<file path="src/rtl/pchan_pkg.sv">
package pchan_pkg;
  // register addresses
  localparam int A_STAT  = 0;
  localparam int A_FCTL  = 1;
  localparam int A_FSTAT = 2;
  localparam int A_CEN   = 3;
  localparam int A_CAUSE = 4;
  localparam int A_GSVC  = 5;
  // bit positions decoded by software
  localparam int B_PIPE    = 5;
  localparam int B_CHAN    = 6;
  localparam int B_SUM     = 7;
  localparam int B_NORM_EN = 4;
  localparam int B_ERR_EN  = 1;
  localparam int B_DERR    = 0;
  localparam int B_GMIRROR = 3;
endpackage

</file>
<file path="src/rtl/pchan_csr.sv">
module pchan_csr
  import pchan_pkg::*;
#(
  parameter int DW     = 8,
  parameter int AW     = 3,
  parameter int NCAUSE = 6,
  parameter int NDMA   = 3
) (
  input  logic              clk,
  input  logic              rst,
  input  logic              wr_en,
  input  logic              rd_en,
  input  logic [AW-1:0]     addr,
  input  logic [DW-1:0]     wdata,
  output logic [DW-1:0]     rdata,
  input  logic              pipe_bit,
  input  logic              chan_bit,
  input  logic              sum_bit,
  input  logic              fifo_err,
  input  logic [NCAUSE-1:0] cause_q,
  input  logic [NDMA-1:0]   dma_req,
  output logic              norm_en,
  output logic              err_en,
  output logic [NCAUSE-1:0] cause_en,
  output logic              clr_pipe,
  output logic              clr_chan,
  output logic [NCAUSE-1:0] cause_clr
);
  logic [DW-1:0]     fctl_q;
  logic [NCAUSE-1:0] cen_q;
  logic [DW-1:0]     rd_mux;
  logic              wr_stat, wr_fctl, wr_cen, wr_cause;

  assign wr_stat  = wr_en && (addr == AW'(A_STAT));
  assign wr_fctl  = wr_en && (addr == AW'(A_FCTL));
  assign wr_cen   = wr_en && (addr == AW'(A_CEN));
  assign wr_cause = wr_en && (addr == AW'(A_CAUSE));

  assign clr_pipe  = wr_stat && wdata[B_PIPE];
  assign clr_chan  = wr_stat && wdata[B_CHAN];
  assign cause_clr = wr_cause ? wdata[NCAUSE-1:0] : '0;

  assign norm_en  = fctl_q[B_NORM_EN];
  assign err_en   = fctl_q[B_ERR_EN];
  assign cause_en = cen_q;

  always_ff @(posedge clk) begin
    if (rst) begin
      fctl_q <= '0;
      cen_q  <= '0;
    end else begin
      if (wr_fctl) fctl_q <= wdata;
      if (wr_cen)  cen_q  <= wdata[NCAUSE-1:0];
    end
  end

  always_comb begin
    rd_mux = '0;
    if (addr == AW'(A_STAT)) begin
      rd_mux[B_PIPE] = pipe_bit;
      rd_mux[B_CHAN] = chan_bit;
      rd_mux[B_SUM]  = sum_bit;
    end else if (addr == AW'(A_FCTL)) begin
      rd_mux = fctl_q;
    end else if (addr == AW'(A_FSTAT)) begin
      rd_mux[B_DERR] = fifo_err;
    end else if (addr == AW'(A_CEN)) begin
      rd_mux[NCAUSE-1:0] = cen_q;
    end else if (addr == AW'(A_CAUSE)) begin
      rd_mux[NCAUSE-1:0] = cause_q;
    end else if (addr == AW'(A_GSVC)) begin
      rd_mux[NDMA-1:0]    = dma_req;
      rd_mux[B_GMIRROR]   = sum_bit;
    end
  end

  always_ff @(posedge clk) begin
    if (rst)        rdata <= '0;
    else if (rd_en) rdata <= rd_mux;
  end
endmodule

</file>
<file path="src/rtl/pchan_pipe_src.sv">
module pchan_pipe_src (
  input  logic clk,
  input  logic rst,
  input  logic norm_en,
  input  logic err_en,
  input  logic evt,
  input  logic derr,
  input  logic clr,
  output logic pipe_bit
);
  logic req;
  // the error path rides on the normal enable
  assign req = norm_en && (evt || (err_en && derr));

  always_ff @(posedge clk) begin
    if (rst) pipe_bit <= 1'b0;
    else     pipe_bit <= req || (pipe_bit && !clr);
  end
endmodule

</file>
<file path="src/rtl/pchan_cause_src.sv">
module pchan_cause_src #(
  parameter int NCAUSE = 6
) (
  input  logic              clk,
  input  logic              rst,
  input  logic [NCAUSE-1:0] cause_in,
  input  logic [NCAUSE-1:0] cause_en,
  input  logic [NCAUSE-1:0] cause_clr,
  input  logic              clr_chan,
  output logic [NCAUSE-1:0] cause_q,
  output logic              chan_bit
);
  logic [NCAUSE-1:0] hit;

  for (genvar i = 0; i < NCAUSE; i++) begin : g_lane
    always_ff @(posedge clk) begin
      if (rst) cause_q[i] <= 1'b0;
      else     cause_q[i] <= cause_in[i] || (cause_q[i] && !cause_clr[i]);
    end
    assign hit[i] = cause_q[i] && cause_en[i];
  end

  always_ff @(posedge clk) begin
    if (rst) chan_bit <= 1'b0;
    else     chan_bit <= (|hit) || (chan_bit && !clr_chan);
  end
endmodule

</file>
<file path="src/rtl/pchan_summary.sv">
module pchan_summary (
  input  logic clk,
  input  logic rst,
  input  logic pipe_bit,
  input  logic chan_bit,
  output logic sum_bit
);
  always_ff @(posedge clk) begin
    if (rst) sum_bit <= 1'b0;
    else     sum_bit <= pipe_bit || chan_bit;
  end
endmodule

</file>
<file path="src/rtl/pchan_irq_agg.sv">
module pchan_irq_agg #(
  parameter int DW     = 8,
  parameter int AW     = 3,
  parameter int NCAUSE = 6,
  parameter int NDMA   = 3
) (
  input  logic              clk,
  input  logic              rst,
  input  logic              bus_wr,
  input  logic              bus_rd,
  input  logic [AW-1:0]     bus_addr,
  input  logic [DW-1:0]     bus_wdata,
  output logic [DW-1:0]     bus_rdata,
  input  logic              pipe_evt_i,
  input  logic              fifo_err_i,
  input  logic [NCAUSE-1:0] sm_cause_i,
  input  logic [NDMA-1:0]   dma_req_i,
  output logic              irq_o
);
  logic              norm_en, err_en;
  logic [NCAUSE-1:0] cause_en, cause_clr, cause_q;
  logic              clr_pipe, clr_chan;
  logic              pipe_bit, chan_bit, sum_bit;

  pchan_csr #(.DW(DW), .AW(AW), .NCAUSE(NCAUSE), .NDMA(NDMA)) u_csr (
    .clk(clk), .rst(rst), .wr_en(bus_wr), .rd_en(bus_rd), .addr(bus_addr),
    .wdata(bus_wdata), .rdata(bus_rdata), .pipe_bit(pipe_bit),
    .chan_bit(chan_bit), .sum_bit(sum_bit), .fifo_err(fifo_err_i),
    .cause_q(cause_q), .dma_req(dma_req_i), .norm_en(norm_en),
    .err_en(err_en), .cause_en(cause_en), .clr_pipe(clr_pipe),
    .clr_chan(clr_chan), .cause_clr(cause_clr)
  );

  pchan_pipe_src u_pipe (
    .clk(clk), .rst(rst), .norm_en(norm_en), .err_en(err_en),
    .evt(pipe_evt_i), .derr(fifo_err_i), .clr(clr_pipe), .pipe_bit(pipe_bit)
  );

  pchan_cause_src #(.NCAUSE(NCAUSE)) u_cause (
    .clk(clk), .rst(rst), .cause_in(sm_cause_i), .cause_en(cause_en),
    .cause_clr(cause_clr), .clr_chan(clr_chan), .cause_q(cause_q),
    .chan_bit(chan_bit)
  );

  pchan_summary u_sum (
    .clk(clk), .rst(rst), .pipe_bit(pipe_bit), .chan_bit(chan_bit),
    .sum_bit(sum_bit)
  );

  assign irq_o = sum_bit;
endmodule

</file>
<file path="config.mk">
export PLATFORM = sky130hd
export DESIGN_NAME = pchan_irq_agg
export DESIGN_NICKNAME = d
export VERILOG_FILES = /design/src/rtl/pchan_pkg.sv /design/src/rtl/pchan_csr.sv /design/src/rtl/pchan_pipe_src.sv /design/src/rtl/pchan_cause_src.sv /design/src/rtl/pchan_summary.sv /design/src/rtl/pchan_irq_agg.sv
export SDC_FILE = /design/constraint.sdc
export NUM_CORES = 1
export LEC_CHECK = 0
export BUFFER_PORTS_ARGS = -buffer_cell sky130_fd_sc_hd__buf_2
export CELL_PAD_IN_SITES_DETAIL_PLACEMENT = 1
export CELL_PAD_IN_SITES_GLOBAL_PLACEMENT = 1
export CORE_ASPECT_RATIO = 2
export CORE_MARGIN = 1
export CORE_UTILIZATION = 35
export CTS_CLUSTER_SIZE = 25
export DETAILED_ROUTE_END_ITERATION = 16
export GPL_ROUTABILITY_DRIVEN = 1
export PLACE_DENSITY = 0.8
export SYNTH_ARGS = -nofsm -noshare
export SYNTH_HDL_FRONTEND = slang
export SYNTH_SLANG_ARGS = --single-unit
</file>
<file path="constraint.sdc">
create_clock -name clk -period 0.95 [get_ports clk]
set_input_delay 0.19 -clock clk [delete_from_list [all_inputs] [get_ports clk]]
set_output_delay 0.19 -clock clk [all_outputs]
set_load 0.01 [all_outputs]
</file>
# == After elaboration in Yosys (flattened, before gate mapping) ==
# Index checks and enable logic that the tools add are counted.
# classes
add_sub_neg,0
n_mul,0
div_mod_pow,0
order_cmp,0
eq_ne,5
n_shift,0
n_mux,11
bitwise,0
n_reduce_logical,42
# ops
operator,n
1-bit logical AND,22
6-bit two-way mux,3
1-bit logical OR,10
5-bit two-way mux,2
1-bit zero test,8
4-bit two-way mux,2
3-bit by 2-bit equality test with 1-bit output (second input constant),2
3-bit equality test (second input constant),2
6-bit OR reduction,1
2-bit two-way mux,2
3-bit by 1-bit equality test with 1-bit output (second input constant),1
3-bit zero test,1
3-bit two-way mux,1
1-bit two-way mux,1
# word_totals
register_bits,31
latchBits,0
mem_bits_rw,0
mem_bits_ro,0
in_bits,26
out_inout_bits,9
word_cells,70
n_memories,0

# == Longest topological paths before layout ==
# Gate-level depths: netlist (run 1).
# logic_depth
word_depth,7
mapped_depth,5
depth_no_buf,3

# == Modules after synthesis ==
# Synthesis (run 1) repeated with hierarchy kept, for this count alone.
# unflattened
hier_cells,164
area_unflattened_um2,1427.6
# modules_own_cells
module,n_inst,cells_per_inst,area_per_inst_um2
pchan_csr,1,127,1089.8
pchan_cause_src,1,30,266.5
pchan_pipe_src,1,5,41.3
pchan_summary,1,2,30.0

# == Worst setup path before layout (run 1) ==
# Ideal clock, no wire load.
# synth_timing
path_kind,input to register
startpoint,in bus_rd
endpoint,reg u_csr.rdata[0]
setup_ns,0.120
t_arrival_ns,0.885
path_slack_ns,-0.055
path_stages,4
cell_sequence,buf_2 inv_1 a22o_1 o31a_1
# synth_rtl
item,line,rtl
"start, declared",pchan_irq_agg.sv:10,"input logic bus_rd,"
"end signal, assigned",pchan_csr.sv:79,else if (rd_en) rdata <= rd_mux;
"end, declared",pchan_csr.sv:15,"output logic [DW-1:0] rdata,"

# == Worst setup path after layout (run 1) ==
# layout_timing
startpoint,reg u_csr.cen_q[5] (netlist: u_csr.cause_en[5])
endpoint,reg u_cause.chan_bit
# layout_via
elab_chain_len,3
# layout_lines
item,line,rtl
"start, declared",pchan_csr.sv:30,logic [NCAUSE-1:0] cen_q;
"start signal, assigned",pchan_csr.sv:53,if (wr_cen) cen_q <= wdata[NCAUSE-1:0];
1-bit logical AND,pchan_cause_src.sv:20,assign hit[i] = cause_q[i] && cause_en[i];
6-bit OR reduction,pchan_cause_src.sv:25,else chan_bit <= (|hit) || (chan_bit && !clr_chan);
1-bit logical OR,pchan_cause_src.sv:25,
"end signal, assigned",pchan_cause_src.sv:25,
"end, declared",pchan_cause_src.sv:11,output logic chan_bit
# No other way between the ends.
# A chain may end at the register's enable or synchronous reset.

==> results of run 1 <==
cell usage after synthesis, types with 3 or more instances:
library cell,number,share of area [%]
dfxtp_1,31,42
mux2i_1,22,15
nor2_1,21,5.4
inv_1,15,3.8
a21oi_1,9,3.1
a22o_1,6,3.6
o21ai_1,6,2.0
nand2_1,5,1.3
clkbuf_1,3,0.77
mux2_1,3,2.3
o22ai_1,3,1.3
routing by layer:
layer / part of all wire (%) / routed length (µm) / vias to the layer above
li1: - / - / 656
met1: 38 / 1500 / 647
met2: 57 / 2250 / 26
met3: 2.9 / 114 / 7
met4: 1.9 / 73 / 0
met5: 0 / 0 / -
tightest hold or removal path, cell delays in order:
cell and delay [ps]:
buf_2 90, inv_1 40, a21oi_1 50
area by class of cell:
class	instances	area share, %
Clock buffer	6	4.07
Clock inverter	2	1.73
Inverter	15	2.77
Multi-Input combinational cell	100	37.3
Sequential cell	31	31.4
Tap cell	52	3.20
Timing Repair Buffer	57	19.5
cells by family after synthesis:
| family | Yosys count | synth area share [%] |
|---|---|---|
| compound gates | 36 | 17.1 |
| buf+inv | 24 | 8.37 |
| flops | 31 | 42.4 |
| mux | 25 | 17.3 |
| simple gates | 39 | 14.9 |
flip-flops by register name (all words and copies together) (netlist names):
| register | count |
|---|---|
| u_csr.cause_en | 6 |
| u_sum.sum_bit | 1 |
| u_csr.fctl_q | 8 |
| u_cause.chan_bit | 1 |
| u_pipe.pipe_bit | 1 |
| u_csr.rdata | 8 |
| u_cause.cause_q | 6 |
power groups by stage:
stage	clock network [mW]	registers [mW]	logic, mW
2_1_floorplan	0	1.40	0.204
3_3_place_gp	0	1.41	0.358
4_1_cts	1.39	1.38	0.378
6_report	1.35	1.38	0.394
5_1_grt	1.46	1.39	0.430
3_5_place_dp	0	1.41	0.367
through the flow:
stage	instance area, µm²	util [%]	setup TNS (ps)	hold WS (ps)	power (mW)
floorplan	1480	-	-266	319	1.60
global placement	1800	44.6	-4840	421	1.76
detailed placement	1800	44.6	-5510	432	1.77
CTS	1950	48.2	-68.7	125	3.14
global route	2030	50.2	-259	124	3.28
finish	2030	50.2	-58.4	125	3.13
timing repair:
action                     CTS  global route
pin swaps                    7             8
gates resized for setup      9            20
setup endpoints to repair    8            17
buffers inserted             0             1
path summary, 6_finish.rpt:
| check | endpoint | slack, ps | cells after the start |
|---|---|---|---|
| min | u_cause.cause_q[0]$_SDFF_PP0_ | 130 | 3 |
| max reg2reg | u_cause.chan_bit$_SDFF_PP0_ | -30 | 3 |
| min reg2reg | u_csr.rdata[6]$_SDFFE_PP0P_ | 460 | 2 |
| max | u_cause.chan_bit$_SDFF_PP0_ | -30 | 3 |
==> reports/metrics.cfg, run 1 <==
[detailed_routing]
drt_iter0_markers=13
dr.pass1.iters=4
wl_per_cell_um=15.0
remaining_drc_errors=0
wl_um=3940
drtAntennaViolNets=0
vias=1336
vias_per_cell=5.08

[power]
switching_share_pct=23.6
clkPwrFrac_pct=43.2
ir_drop_uv=1030
seq_power_share_pct=44.2
combPwrFrac_pct=12.6
p_leak_nw=0.948
p_switching_mw=0.739
p_int_mw=2.39
powerDensity_nw_per_um2=1540

[job]
cap_violations=0

[placed_design]
placed_cells_incl_taps=254
pre_cts_slack_ps=-263
gp_congestion=0.765
dp_hpwl_um=3000
io_buffer_count=34

[floorplan]
core_area_um2=4050
ios=35
die_w_um=47.8
rows=33
fp.dieArea_um2=4460
die_h_um=93.5
initial_core_util_pct=36.2

[timing]
min_period_over_period_pct=103
finalCriticalPeriod_ps=981
clock.fmax_mhz=1020
slew_violations=0
slew_headroom_pct=78.1
finalClockSkew_ps=3.80
worst_slack_ps=-30.9
grt_setup_unrepaired=true
finalHoldViolCount=0
tightestPinTransition_ps=324
final-setup-viol-count=3

[global_route]
antenna_found_initial=0
grt_start_max_net_pins=15
grt_pass1_wl_um=6340
grt_pass1_vias=1361
met2_usage_pct=34.9
grt.overflow.total=0
grt_use_total_pct=19.9
grt-busiest-layer=met2
grt_util_met1_pct=21.7
met3_usage_pct=4.05

[layout]
final_cells=263
multi_input_area_um2=758
nets=236
final-seq-area_um2=637
drive_above_1_share_pct=40.8
antenna_cells=0
fill_cells=509
area_growth_pct=38.6
final_cell_mix=buf_2 (26), mux2i_1 (22), buf_4 (22), nor2_1 (21), dfxtp_1 (18)
layout_commonest_cell=buf_2

[synth]
synth-main-ff-cell=dfxtp_1
synth_edf_count=0
netlist-cell-type-count=35
synthesis.nets=181
ys_seq_elements=31
syn_avg_cell_area_um2=9.45
synthCells=155
async_flop_share_pct=0
synth_warnings=0
synthesis.area_um2=1470
ys_seq_area_share_pct=42.4

[min_path]
holdCritStartpoint=sm_cause_i[0]
hold_path_class=input port to register

[setup_path]
max_stage_delay_ps=320
critical_path_class=register to register
cp_max_fo=2
cp.arrival_ps=1140
worst_path_dominant_cell_family=compound AO/OA/AOI/OAI gates
startpoint=u_csr.cause_en[5]$_SDFFE_PP0P_
critPathLaunchType=register
r2r-start=u_csr.cause_en[5]$_SDFFE_PP0P_
cp_num_buf_inv=0
cp_cell_sequence=a22o_1 -> a221oi_2 -> a31oi_1
critical_path.slowest_cell=dfxtp_2
cp-end-kind=register
crit_required_ps=1110

[clock_tree]
cts.sinks=31
insertion_delay_ps=290
holdBufCountCts=0
htreeDepth=2
clk_path_buf_depth=2
cts_root_buf=clkbuf_8
cts_buffers=5
cts.clk_slew.worst_paths_ps=70
cts_tree=yes

[outcome]
status=finished, violations left
failed_checks=setup timing

Note: power is estimated with default switching activity, not from simulation.
==> inputs of run 2 (changes only) <==
--- a/config.mk
+++ b/config.mk
@@ -10,11 +10,12 @@
 export CELL_PAD_IN_SITES_GLOBAL_PLACEMENT = 1
 export CORE_ASPECT_RATIO = 2
 export CORE_MARGIN = 1
-export CORE_UTILIZATION = 35
+export CORE_UTILIZATION = 34
 export CTS_CLUSTER_SIZE = 25
 export DETAILED_ROUTE_END_ITERATION = 16
 export GPL_ROUTABILITY_DRIVEN = 1
 export PLACE_DENSITY = 0.8
 export SYNTH_ARGS = -nofsm -noshare
 export SYNTH_HDL_FRONTEND = slang
+export SYNTH_HIERARCHICAL = 1
 export SYNTH_SLANG_ARGS = --single-unit
==> reports/metrics.cfg, run 2 <==
[setup_path]
cp-end-kind=register
cp_cell_sequence=a222oi_1 -> a41oi_1
critPathLaunchType=register
crit_required_ps=1090
critical_path_class=register to register
cp.arrival_ps=1260
critical_path.slowest_cell=a222oi_1
cp_max_fo=2
max_stage_delay_ps=470

[detailed_routing]
vias_per_cell=5.28
dr.pass1.iters=4
vias=1453
wl_um=4920
drtAntennaViolNets=0
drt_iter0_markers=42
remaining_drc_errors=0
wl_per_cell_um=17.9

[synth]
synth_edf_count=0
synth-main-ff-cell=dfxtp_1
synth.most_common_cell=dfxtp_1
ys_top_cells_by_area=dfxtp_1 (43%), a21oi_1 (6.3%), nand2_1 (5.5%)
synth_warnings=6
ys_seq_area_share_pct=43.5
synth_top_family_by_area=simple AND/OR/NAND/NOR gates
synthCells=164
syn_avg_cell_area_um2=8.70
yosysTopAreaCell=dfxtp_1
netlist-cell-type-count=34
synth_top_area_share_pct=43.5
synthXorXnorAreaFrac_pct=0
synth_common_cells=dfxtp_1 (31), nand2_1 (21), a21oi_1 (18)
ys_seq_elements=31
synthesis.area_um2=1430
muxShareOfSynthArea_pct=8.15
synth_adder_area_share_pct=0
synth_compound_area_share_pct=20.3
synthSimpleGateAreaFrac_pct=21.9
synthesis.nets=190
async_flop_share_pct=0

[clock_tree]
cts_root_buf=clkbuf_8
htreeDepth=2
cts_buffers=5
cts.clk_slew.worst_paths_ps=70
cts_tree=yes
insertion_delay_ps=290
clk_path_buf_depth=2
cts.sinks=31

[job]
cap_violations=0

[outcome]
status=finished, violations left
failed_checks=setup timing

[floorplan]
initial_core_util_pct=35.3
die_w_um=47.8
die_h_um=93.6
rows=33
ios=35
core_area_um2=4050
fp.dieArea_um2=4480

[power]
powerDensity_nw_per_um2=1380
p_leak_nw=0.936
p_int_mw=2.15
ir_drop_uv=869
clkPwrFrac_pct=36.7
p_switching_mw=0.765
switching_share_pct=26.3
combPwrFrac_pct=15.7
seq_power_share_pct=47.6
total_power_mw=2.91

[timing]
clock.fmax_mhz=889
min_period_over_period_pct=118
tightestPinTransition_ps=464
finalCriticalPeriod_ps=1120
finalClockSkew_ps=13.7
grt_setup_unrepaired=true
finalHoldViolCount=0
whs_ps=125
final-setup-viol-count=7
slew_violations=0
slew_headroom_pct=69.1
tns_ps=-509
worst_slack_ps=-175

[global_route]
grt.overflow.total=0
grt_pass1_wl_um=7070
grt_pass1_vias=1489
grt_use_total_pct=22.9
grt_start_max_net_pins=18
antenna_found_initial=0

[placed_design]
dp_hpwl_um=3360
gp_congestion=0.830
io_buffer_count=34
placed_cells_incl_taps=265
pre_cts_slack_ps=-319

[layout]
drive_above_1_share_pct=49.8
nets=249
final_cells=275
reg.largest.list=u_csr/fctl_q x8, u_csr/rdata x8
antenna_cells=0
final_cell_mix=buf_2 (26), buf_4 (20), nand2_1 (19), dfxtp_1 (15), dfxtp_2 (15)
area_growth_pct=47.9
layout_commonest_cell=buf_2

[min_path]
hold_path_class=input port to register

-- run 2: path summary, 6_finish.rpt --
check,from,to,slack (ps),cells after the start
worst max-delay path,u_csr/cause_en[3]$_SDFFE_PP0P_,u_cause/chan_bit$_SDFF_PP0_,-170,2
worst min-delay path,sm_cause_i[3],u_cause/cause_q[3]$_SDFF_PP0_,130,3
worst max register to register,u_csr/cause_en[3]$_SDFFE_PP0P_,u_cause/chan_bit$_SDFF_PP0_,-170,2
worst min register to register,u_csr/rdata[6]$_SDFFE_PP0P_,u_csr/rdata[6]$_SDFFE_PP0P_,480,2
-- run 2: power groups by stage --
stage               Clock (mW)  Combinational [mW]  Sequential, mW
finish                    1.07               0.457            1.39
global placement             0               0.373            1.40
CTS                       1.09               0.401            1.38
detailed placement           0               0.381            1.41
floorplan                    0               0.195            1.40
global route              1.14               0.487            1.39
-- run 2: kinds of logic after synthesis --
| kind of cell | after synthesis |
|---|---|
| AO/OA/AOI/OAI | 42 |
| flip-flops | 31 |
| AND/OR/NAND/NOR | 62 |
| buffers and inverters | 18 |
| multiplexers | 11 |
-- run 2: per-layer routing --
layer	part of all wire [%]	global-route usage, %	up-vias	wire (µm)
met5	0	0	-	0
met3	2.6	3.86	8	129
met4	2.1	11.6	0	105
met2	57	40.8	33	2810
met1	38	23.4	717	1870
li1	-	-	695	-
-- run 2: worst max-delay path, delay by kind of cell, from the launching register on --
kind           cells  cell delay (ps)
flip-flops         1              320
AO/OA/AOI/OAI      2              650
-- run 2: area by class of cell --
class	count	area (µm²)
Clock buffer	6	82.6
Clock inverter	1	5.00
Fill cell	513	1940
Inverter	11	45.0
Multi-Input combinational cell	115	835
Sequential cell	31	643
Tap cell	52	65.1
Timing Repair Buffer	59	435
-- run 2: timing repair --
action / in CTS / in global routing
setup buffers: 1 / 2
pin swaps: 2 / 11
gates resized for setup: 18 / 36
hold buffers: 0 / 0
cloned: 0 / 0
endpoints found under the setup margin: 14 / 31
-- run 2: metrics by stage --
stage / area, µm² / utilization, %
2_1_floorplan: 1480 / -
3_3_place_gp: 1830 / 45.1
3_5_place_dp: 1830 / 45.1
4_1_cts: 1970 / 48.7
5_1_grt: 2110 / 52.2
6_report: 2110 / 52.2
==> inputs of run 3 (changes only) <==
--- a/config.mk
+++ b/config.mk
@@ -10,11 +10,11 @@
 export CELL_PAD_IN_SITES_GLOBAL_PLACEMENT = 1
 export CORE_ASPECT_RATIO = 2
 export CORE_MARGIN = 1
-export CORE_UTILIZATION = 34
+export CORE_UTILIZATION = 38
 export CTS_CLUSTER_SIZE = 25
 export DETAILED_ROUTE_END_ITERATION = 16
 export GPL_ROUTABILITY_DRIVEN = 1
-export PLACE_DENSITY = 0.8
+export PLACE_DENSITY = 0.84
 export SYNTH_ARGS = -nofsm -noshare
 export SYNTH_HDL_FRONTEND = slang
 export SYNTH_HIERARCHICAL = 1
==> constraint.sdc (replaced) <==
create_clock -name clk -period 1.1 [get_ports clk]
set_input_delay 0.22 -clock clk [delete_from_list [all_inputs] [get_ports clk]]
set_output_delay 0.22 -clock clk [all_outputs]
set_load 0.01 [all_outputs]
==> reports/metrics.cfg, run 3 (same netlist as run 2, synthesis figures left out) <==
[outcome]
status=finished, final reports clean

[clock_tree]
clk_path_buf_depth=2
cts_buffers=5
cts_root_buf=clkbuf_8
insertion_delay_ps=290
cts_tree=yes
holdBufCountCts=0
htreeDepth=2
cts.sinks=31
cts.clk_slew.worst_paths_ps=70

[placed_design]
gp_congestion=0.893
pre_cts_slack_ps=-267
dp_hpwl_um=3570
io_buffer_count=34

[power]
powerDensity_nw_per_um2=1300
total_power_mw=2.55
ir_drop_uv=1010
p_leak_nw=0.902

[floorplan]
rows=31
initial_core_util_pct=39.6
fp.dieArea_um2=4020
die_h_um=88.7
ios=35
die_w_um=45.3
core_area_um2=3610

[detailed_routing]
drt_iter0_markers=25
vias=1449
dr.pass1.iters=4
remaining_drc_errors=0
wl_per_cell_um=17.8
drtAntennaViolNets=0
vias_per_cell=5.35
wl_um=4830

[setup_path]
cp-end-kind=register
cp.arrival_ps=1250
regToRegSetupSlack_ps=10
crit_required_ps=1260
cp_num_buf_inv=0
max_stage_delay_ps=460
cp_cell_sequence=a222oi_1 -> a41oi_1
worst_path_dominant_cell_family=compound AO/OA/AOI/OAI gates
critical_path_class=register to register
critical_path.slowest_cell=a222oi_1
cp_max_fo=2
critPathLaunchType=register

[layout]
area_growth_pct=36.9
fill_cells=465
nets=247
final_cell_mix=buf_2 (33), dfxtp_1 (28), buf_4 (21), nand2_1 (21), a21oi_1 (17)
antenna_cells=0
reg.largest.list=u_csr/fctl_q x8, u_csr/rdata x8
drive_above_1_share_pct=36.9
layout_commonest_cell=buf_2

[min_path]
hold_path_class=input port to register

[job]
cap_violations=0

[timing]
worst_slack_ps=9.56
tns_ps=0
finalClockSkew_ps=5.90
finalHoldViolCount=0
min_period_over_period_pct=99.1
clock.fmax_mhz=917
tightestPinTransition_ps=441
slew_headroom_pct=70.4
grt_setup_unrepaired=true
final-setup-viol-count=0
finalCriticalPeriod_ps=1090
slew_violations=0

[global_route]
grt_pass1_wl_um=7650
grt.overflow.total=0
grt_start_max_net_pins=22
antenna_found_initial=0
grt_pass1_vias=1600
grt_use_total_pct=27.0

-- run 3: cell count changes in the layout (fill, tap and decap cells not counted), sizes merged --
cell	delta
buf	-3
clkbuf	+3
clkinv	-1
clkinvlp	-1
inv	+1
-- run 3: layout make-up --
cell class	instances	area [µm²]	share of cell area (%)
tap	49	61.3	3.14
clock buffer	8	100	5.12
inverter	11	41.3	2.11
multi-input combinational	115	757	38.7
sequential	31	624	31.9
timing repair buffer	57	370	19.0
-- run 3: metal layers --
layer  global-route usage [%]  vias to the layer above  part of all wire (%)  wire length (µm)
met5                        0                        -                     0                 0
met4                     15.7                        0                   4.4               211
met3                     5.51                       17                   3.0               147
met2                     49.4                       42                    56              2690
met1                     26.4                      702                    37              1780
li1                         -                      688                     -                 -
-- run 3: worst min-delay path: cells and delay by family --
family / cells / cell delay, ps
buffers and inverters: 2 / 150
AOI/OAI and AO/OA: 1 / 50
-- run 3: path summary, 6_finish.rpt --
path,from,end,cells past startpoint
worst max-delay path,u_cause/cause_q[3]$_SDFF_PP0_,u_cause/chan_bit$_SDFF_PP0_,2
worst min-delay path,sm_cause_i[3],u_cause/cause_q[3]$_SDFF_PP0_,3
worst max register to register,u_cause/cause_q[3]$_SDFF_PP0_,u_cause/chan_bit$_SDFF_PP0_,2
worst min register to register,u_csr/fctl_q[5]$_SDFFE_PP0P_,u_csr/fctl_q[5]$_SDFFE_PP0P_,2
-- run 3: repair_timing --
item,CTS,global route
gates resized for setup,1,9
buffers inserted,0,1
pin swaps,0,2
setup endpoints to repair,1,9
-- run 3: per-stage QoR --
| step | hold slack (ps) | utilization, % | area [µm²] | instances |
|---|---|---|---|---|
| floorplan | 289 | - | 1450 | 164 |
| global placement | 445 | 50.3 | 1820 | 262 |
| detailed placement | 455 | 50.3 | 1820 | 262 |
| CTS | 165 | 53.2 | 1920 | 270 |
| global route | 166 | 54.2 | 1950 | 271 |
| finish | 163 | 54.2 | 1950 | 271 |
-- run 3: where the power goes --
| part | leakage, nW | internal [mW] | switching, mW | total (mW) |
|---|---|---|---|---|
| combinational | 0.597 | 0.170 | 0.179 | 0.350 |
| clock | 0.0515 | 0.571 | 0.435 | 1.01 |
| sequential | 0.254 | 1.16 | 0.0319 | 1.19 |
| total | 0.902 | 1.90 | 0.647 | 2.55 |
